--- src/rtl/wdog_pkg.sv ---
package wdog_pkg;
  localparam int unsigned KEY_W = 8;
  localparam logic [KEY_W-1:0] KEY_FIRST  = 8'h1E;
  localparam logic [KEY_W-1:0] KEY_SECOND = 8'hE1;
endpackage

--- src/rtl/wdog_key_track.sv ---
module wdog_key_track
  import wdog_pkg::*;
#(
  parameter int unsigned AW = 8
) (
  input  logic             clk,
  input  logic             rst,
  input  logic             wr_en,
  input  logic [AW-1:0]    wr_addr,
  input  logic [KEY_W-1:0] wr_data,
  input  logic [AW-1:0]    ref_addr,
  input  logic             clr,
  output logic             key_ok
);
  logic [KEY_W-1:0] last_q;
  logic             hit;

  assign hit    = wr_en && (wr_addr == ref_addr);
  assign key_ok = hit && (wr_data == KEY_SECOND) && (last_q == KEY_FIRST);

  always_ff @(posedge clk) begin
    if (rst)      last_q <= '0;
    else if (clr) last_q <= '0;
    else if (hit) last_q <= wr_data;
  end

  // foreign writes leave the remembered value untouched
  a_r4_foreign_write: assert property (@(posedge clk) disable iff (rst)
    (!hit && !clr) |=> $stable(last_q));
  // overflow wipes the remembered refresh value
  a_r9_clear_on_wrap: assert property (@(posedge clk) disable iff (rst)
    clr |=> (last_q == '0));
endmodule

--- src/rtl/wdog_cycle_cnt.sv ---
module wdog_cycle_cnt #(
  parameter int unsigned CNT_W = 14
) (
  input  logic clk,
  input  logic rst,
  input  logic tick,
  input  logic key_ok,
  output logic wrap,
  output logic armed,
  output logic rst_req
);
  localparam logic [CNT_W-1:0] CNT_MAX = '1;

  logic [CNT_W-1:0] cnt_q;
  logic             armed_q, req_q;

  assign wrap    = armed_q && tick && !key_ok && (cnt_q == CNT_MAX);
  assign armed   = armed_q;
  assign rst_req = req_q;

  always_ff @(posedge clk) begin
    if (rst) begin
      armed_q <= 1'b0;
      cnt_q   <= '0;
      req_q   <= 1'b0;
    end else begin
      req_q <= wrap;
      if (key_ok) begin
        armed_q <= 1'b1;
        cnt_q   <= '0;
      end else if (wrap) begin
        armed_q <= 1'b0;
        cnt_q   <= '0;
      end else if (armed_q && tick) begin
        cnt_q <= cnt_q + 1'b1;
      end
    end
  end

  // reset leaves the block idle
  a_r1_reset_idle: assert property (@(posedge clk)
    rst |=> (!armed_q && !req_q));
  // a key always lands armed with a zero count
  a_r2_key_zero: assert property (@(posedge clk) disable iff (rst)
    key_ok |=> (armed_q && cnt_q == '0 && !req_q));
  // one step per tick while armed
  a_r5_count_step: assert property (@(posedge clk) disable iff (rst)
    (armed_q && tick && !key_ok && cnt_q != CNT_MAX) |=> (cnt_q == $past(cnt_q) + 1'b1));
  // the request is one cycle wide and the block is idle with it
  a_r6_req_single: assert property (@(posedge clk) disable iff (rst)
    req_q |=> !req_q);
  a_r6_req_disarmed: assert property (@(posedge clk) disable iff (rst)
    req_q |-> !armed_q);
  // disarming only happens through an overflow
  a_r8_no_soft_disarm: assert property (@(posedge clk) disable iff (rst)
    $fell(armed_q) |-> req_q);
endmodule

--- src/rtl/wdog_keyed.sv ---
module wdog_keyed
  import wdog_pkg::*;
#(
  parameter int unsigned AW    = 8,
  parameter int unsigned CNT_W = 14
) (
  input  logic             clk,
  input  logic             rst,
  input  logic             cyc_tick,
  input  logic             wr_en,
  input  logic [AW-1:0]    wr_addr,
  input  logic [KEY_W-1:0] wr_data,
  input  logic [AW-1:0]    refresh_addr,
  output logic             cpu_rst_req,
  output logic             armed
);
  logic key_ok, wrap;

  wdog_key_track #(.AW(AW)) u_track (
    .clk      (clk),
    .rst      (rst),
    .wr_en    (wr_en),
    .wr_addr  (wr_addr),
    .wr_data  (wr_data),
    .ref_addr (refresh_addr),
    .clr      (wrap),
    .key_ok   (key_ok)
  );

  wdog_cycle_cnt #(.CNT_W(CNT_W)) u_cnt (
    .clk     (clk),
    .rst     (rst),
    .tick    (cyc_tick),
    .key_ok  (key_ok),
    .wrap    (wrap),
    .armed   (armed),
    .rst_req (cpu_rst_req)
  );
endmodule

--- config.mk ---
export PLATFORM = sky130hd
export DESIGN_NAME = wdog_keyed
export DESIGN_NICKNAME = d
export VERILOG_FILES = /design/src/rtl/wdog_pkg.sv /design/src/rtl/wdog_key_track.sv /design/src/rtl/wdog_cycle_cnt.sv /design/src/rtl/wdog_keyed.sv
export SDC_FILE = /design/constraint.sdc
export NUM_CORES = 1
export LEC_CHECK = 0
export CORE_MARGIN = 8
export CORE_UTILIZATION = 55
export CTS_CLUSTER_SIZE = 10
export DETAILED_ROUTE_END_ITERATION = 10
export DONT_BUFFER_PORTS = 1
export HOLD_SLACK_MARGIN = 0.02
export PLACE_DENSITY = 0.73
export SLEW_MARGIN = 20
export SYNTH_ARGS = -nofsm -noshare
export SYNTH_HDL_FRONTEND = slang
export SYNTH_HIERARCHICAL = 1
export SYNTH_SLANG_ARGS = --single-unit
--- constraint.sdc ---
create_clock -name clk -period 1.83 [get_ports clk]
set_input_delay 0.183 -clock clk [delete_from_list [all_inputs] [get_ports clk]]
set_output_delay 0.183 -clock clk [all_outputs]
set_load 0.01 [all_outputs]
Word-level counts from Yosys, hierarchy flattened

Cells that the tools add are included.

Reductions and logical operators: 10
Add/sub/neg operators: 1
Mux-type cells: 2
Eq/ne operators: 4

Operators with widths:

| cell                  | count |
|---|---|
| $add 14x1->14 const B | 1 |
| $eq 14x14->1 const B  | 1 |
| $eq 8x5->1 const B    | 1 |
| $eq 8x8->1            | 1 |
| $eq 8x8->1 const B    | 1 |
| $logic_and 1x1->1     | 6 |
| $reduce_or 3->1       | 1 |
| $mux 1                | 2 |
| $reduce_bool 2->1     | 1 |
| $reduce_or 2->1       | 1 |
| $logic_not 1->1       | 1 |

Logic and storage cells: 21
Output and inout bits: 2
Register bits after elaboration: 24
Input port bits: 28

Longest topological paths before layout

Depth after elaboration: 9
Depth in mapped cells: 7
Depth with buffers taken out: 6

Cells and area by module

Netlist, hierarchy kept.

Modules (own cells, without submodules):

| module         | sequential area each (µm²) | cells each | area an instance (µm²) | times used |
|---|---|---|---|---|
| wdog_cycle_cnt | 320.3                      | 80         | 721.9                  | 1 |
| wdog_key_track | 160.2                      | 57         | 521.8                  | 1 |

Worst setup path before layout

Ideal clock, no wire load.

Kind: input -> register
Start: input refresh_addr[5]
End: register u_track.last_q[0]
Stages: 7
Slack: -0.013 ns
Buffers on the path: 1
Required time: 1.760 ns
Library setup time: 0.070 ns
Arrival time: 1.773 ns
Cells stage by stage: xnor2_1 nand4_2 nor4_1 nor3_1 or2_2 buf_1 a21oi_1

Word-level cells in the longest chain between the ends: 8

RTL lines:

| element                          | RTL line             | RTL |
|---|---|---|
| start, declared                  | wdog_keyed.sv:13     | `input logic [AW-1:0] refresh_addr,` |
| $eq 8x8->1                       | wdog_key_track.sv:18 | `assign hit = wr_en && (wr_addr == ref_addr);` |
| $logic_and 1x1->1                | wdog_key_track.sv:18 |  |
| $logic_and 1x1->1 (2 in a row)   | wdog_key_track.sv:19 | `assign key_ok = hit && (wr_data == KEY_SECOND) && (last_q == KEY_FIRST);` |
| net key_ok                       | wdog_keyed.sv:17     | `logic key_ok, wrap;` |
| $logic_not 1->1                  | wdog_cycle_cnt.sv:17 | `assign wrap = armed_q && tick && !key_ok && (cnt_q == CNT_MAX);` |
| $logic_and 1x1->1 (2 in a row)   | wdog_cycle_cnt.sv:17 |  |
| net wrap                         | wdog_keyed.sv:17     |  |
| $reduce_or 2->1 (no source line) | --                   |  |
| end signal, assigned             | wdog_key_track.sv:24 | `else if (hit) last_q <= wr_data;` |
| end, declared                    | wdog_key_track.sv:15 | `logic [KEY_W-1:0] last_q;` |

The timed path passes the listed nets, and every way through them passes these cells.
A chain may end at the register's enable or synchronous reset.

Worst setup path after layout

Start: register u_cnt.cnt_q[1]
End: register u_track.last_q[0]

Word-level cells in the longest chain between the ends: 3

RTL lines:

| element                          | RTL line             | RTL |
|---|---|---|
| start, declared                  | wdog_cycle_cnt.sv:14 | `logic [CNT_W-1:0] cnt_q;` |
| start signal, assigned           | wdog_cycle_cnt.sv:35 | `cnt_q <= cnt_q + 1'b1;` |
| $eq 14x14->1                     | wdog_cycle_cnt.sv:17 |  |
| $logic_and 1x1->1                | wdog_cycle_cnt.sv:17 |  |
| net wrap                         | wdog_keyed.sv:17     |  |
| $reduce_or 2->1 (no source line) | --                   |  |

The timed path passes the listed nets, and every way through them passes these cells.

==> flow_summary_export.csv <==
group,metric,value,unit
timing,clock.fmax,581,MHz
route,wl_met1,1.26,mm
logic_synthesis,async_flop_share,0,%
global_route,overflow,0,
setup_path,slowest_delay,0.40,ns
logic_synthesis,synth.distinct_cells,29,
floorplan,die_w,63.6,um
global_route,grt_pass1_vias,1110,
logic_synthesis,synth_ff_type,"dfxtp_1",
route,first_pass_iters,4,
floorplan,die_h,63.6,um
setup_path,arrival,1.92,ns
global_route,grt_use_total,14.4,%
finish,postLayoutCellArea,1480,um2
pwr,p_sw_share,23.0,%
placed_design,gp_congestion,0.855,
floorplan,start_util,57.3,%
pwr,power.density,604,nW/um2
timing,layout_min_cycle_time,1.72,ns
logic_synthesis,synthesis.instances,137,
clock_tree,cts_tree,"done",
setup_path,path_buf_inv,0,
status,status,"complete, no violations",
clock_tree,clock-sinks,24,
timing,finalSetupViolCount,0,
timing,slew_headroom,77.2,%
floorplan,coreArea,2170,um2
route,wl_per_cell,16.4,um
global_route,grt_pass1_wl,4.86,mm
route,routed.top_layer,"met4",
logic_synthesis,ys_seq_area_share,38.6,%
setup_path,cp.required,2.03,ns
clock_tree,htree_levels,1,
finish,drive_gt1_share,18.8,%
setup_path,cpMaxStageDelayCell,"or3_4",
placed_design,place_inst,167,
placed_design,port_buffers,0,
timing,rsz0062_at_grt,"yes",
route,wl_met2,1.45,mm
pwr,seq_power_share,58.4,%
finish,diodes,0,
global_route,grt_max_degree,15,
setup_path,criticalPathCategory,"register to register",
timing,skew,0.00506,ns
pwr,p_switching,206,uW
flow_run,maxCapViolCount,0,
setup_path,worstPathCellList,"ha_1 > nand3_4 > or3_4 > nor3_2 > or2_4 > a21oi_1",
setup_path,crit_family,"simple AND/OR/NAND/NOR gates",
pwr,vdd_drop_max,0.443,mV
clock_tree,cts_buffers,3,
clock_tree,insertion_delay,0.31,ns
route,drcViolationCount,0,
logic_synthesis,syn_area_per_cell,9.08,um2
route,postRouteAntennaNets,0,
finish,multi_input_area,766,um2
finish,regArea,483,um2
placed_design,dpl_cell_area,1290,um2
floorplan,die_area,4040,um2
pwr,p_int,690,uW
timing,worst_slew_pin_slew,0.339,ns
finish,area_growth,19.3,%
placed_design,dp_hpwl,1.97,mm
worst_hold_path,hold_path_class,"primary input to register",
route,totalWireLength,2.99,mm
logic_synthesis,ys_seq_elements,24,
finish,fin_cells,182,
timing,period_share,94.0,%
floorplan,ios,30,
clock_tree,clock_path_buffers,2,
route,routed_via_density,6.11,
timing,final_max_slew_viol_count,0,
route,vias,1112,
floorplan,rows,17,
timing,holdWs,0.0920,ns
setup_path,worst_setup_path_end_kind,"register",
logic_synthesis,syn_nets,166,
route,first_iter_violations,97,
clock_tree,path_clk_slew,0.13,ns
clock_tree,root_buffer,"clkbuf_4",
global_route,antenna_found_initial,0,
setup_path,path_max_fanout,8,
timing,hold_viol,0,
logic_synthesis,netlist_area,1240,um2
logic_synthesis,synth_edf_count,0,
pwr,clockPowerShare,30.7,%
route,met3WireLength,203,um
finish,n_fill_cell,174,
logic_synthesis,ys_warn_count,6,
finish,finalNetCount,184,
setup_path,crit_path_start_kind,"register",
pwr,combPwrFrac,11.0,%
pwr,leakage,0.000446,uW
-- kinds of logic after synthesis --
kind of cell	after synthesis	synth area share [%]
flops	24	38.6
compound gates	18	9.76
xor+xnor	21	15.4
simple gates	65	30.7
buf+inv	8	4.53
fa+ha+maj	1	1.01
-- per-stage QoR --
stage | worst slack (ns) | power, uW | utilization (%) | TNS [ns]
6_report | 0.110 | 896 | 68.4 | 0
5_1_grt | -0.0251 | 928 | 68.4 | -0.0902
4_1_cts | 0.00380 | 891 | 65.9 | 0
3_5_place_dp | 0.0391 | 604 | 59.6 | 0
3_3_place_gp | 0.0852 | 602 | 59.6 | 0
2_1_floorplan | 0.0867 | 597 | - | 0
-- area by class of cell --
class                      instances  share of cell area [%]
tap                               28                    2.36
multi-input combinational        106                    51.6
sequential                        24                    32.5
inverter                           3                   0.759
timing repair buffer              17                    10.3
clock buffer                       4                    2.45
-- flip-flops by register name, indices dropped and copies added (netlist names) --
name / count
u_cnt/armed: 1
u_cnt/rst_req: 1
u_cnt/cnt_q: 14
u_track/last_q: 8
-- repair_timing --
item / 4_1_cts / 5_1_grt
hold buffers: 10 / 0
setup endpoints to repair: 0 / 22
endpoints found under the hold margin: 11 / 0
buffers inserted: 0 / 0
resized for setup: 0 / 10
-- Yosys cell counts, types with 2 or more instances --
cell type / count / area [um2]
inv_1: 3 / 11.3
or2_2: 2 / 12.5
o31ai_1: 8 / 60.1
nor2_1: 18 / 67.6
a21oi_1: 9 / 45.0
nor4_1: 7 / 43.8
nand4_1: 12 / 75.1
nand2_1: 7 / 26.3
nor4bb_1: 2 / 20.0
buf_6: 3 / 33.8
dfxtp_1: 24 / 480
nand3_2: 2 / 20.0
xnor2_1: 19 / 166
nand3_1: 3 / 15.0
nor3_1: 4 / 20.0
-- path summary, 6_finish.rpt --
| path | startpoint | to | slack [ns] | cells past startpoint |
|---|---|---|---|---|
| hold / removal | rst | u_cnt/cnt_q[0] | 0.09 | 3 |
| hold reg to reg | u_track/last_q[7] | u_track/last_q[7] | 0.47 | 2 |
| setup / recovery | u_cnt/cnt_q[1] | u_track/last_q[0] | 0.11 | 6 |
| setup reg to reg | u_cnt/cnt_q[1] | u_track/last_q[0] | 0.11 | 6 |
-- worst reg2reg max path: cells and delay by family, from the launching register on --
| kind | cells | cell delay, ns |
|---|---|---|
| simple gates | 4 | 0.96 |
| flops | 1 | 0.39 |
| compound gates | 1 | 0.06 |
| fa+ha+maj | 1 | 0.21 |
-- routing by layer --
layer  GRT usage [%]  vias up
met5               0        -
met4            6.69        0
met3            3.89       12
met2            23.3       48
met1            17.2      521
li1                -      531
-- placed cells by master, fill, tap and decap left out, types with 2 or more instances in the layout --
master | synthesis | routed
nor3_1 | 4 | 3
nand3_1 | 3 | 3
o31ai_1 | 8 | 8
nand2_1 | 7 | 7
nand3_2 | 2 | 2
a21oi_1 | 9 | 8
dfxtp_2 | 0 | 2
dlygate4sd3_1 | 0 | 10
buf_4 | 1 | 7
inv_1 | 3 | 3
nor2_1 | 18 | 17
xnor2_1 | 19 | 19
dfxtp_1 | 24 | 22
clkbuf_4 | 0 | 3
nor4_1 | 7 | 6
nand4_1 | 12 | 12
-- power groups by stage --
stage / Combinational [uW] / Clock, uW / Sequential, uW
4_1_cts: 87.1 / 281 / 523
3_5_place_dp: 69.0 / 0 / 535
3_3_place_gp: 67.1 / 0 / 534
6_report: 98.2 / 275 / 523
2_1_floorplan: 62.4 / 0 / 534
5_1_grt: 105 / 300 / 523
(Power assumes the default switching activity.)
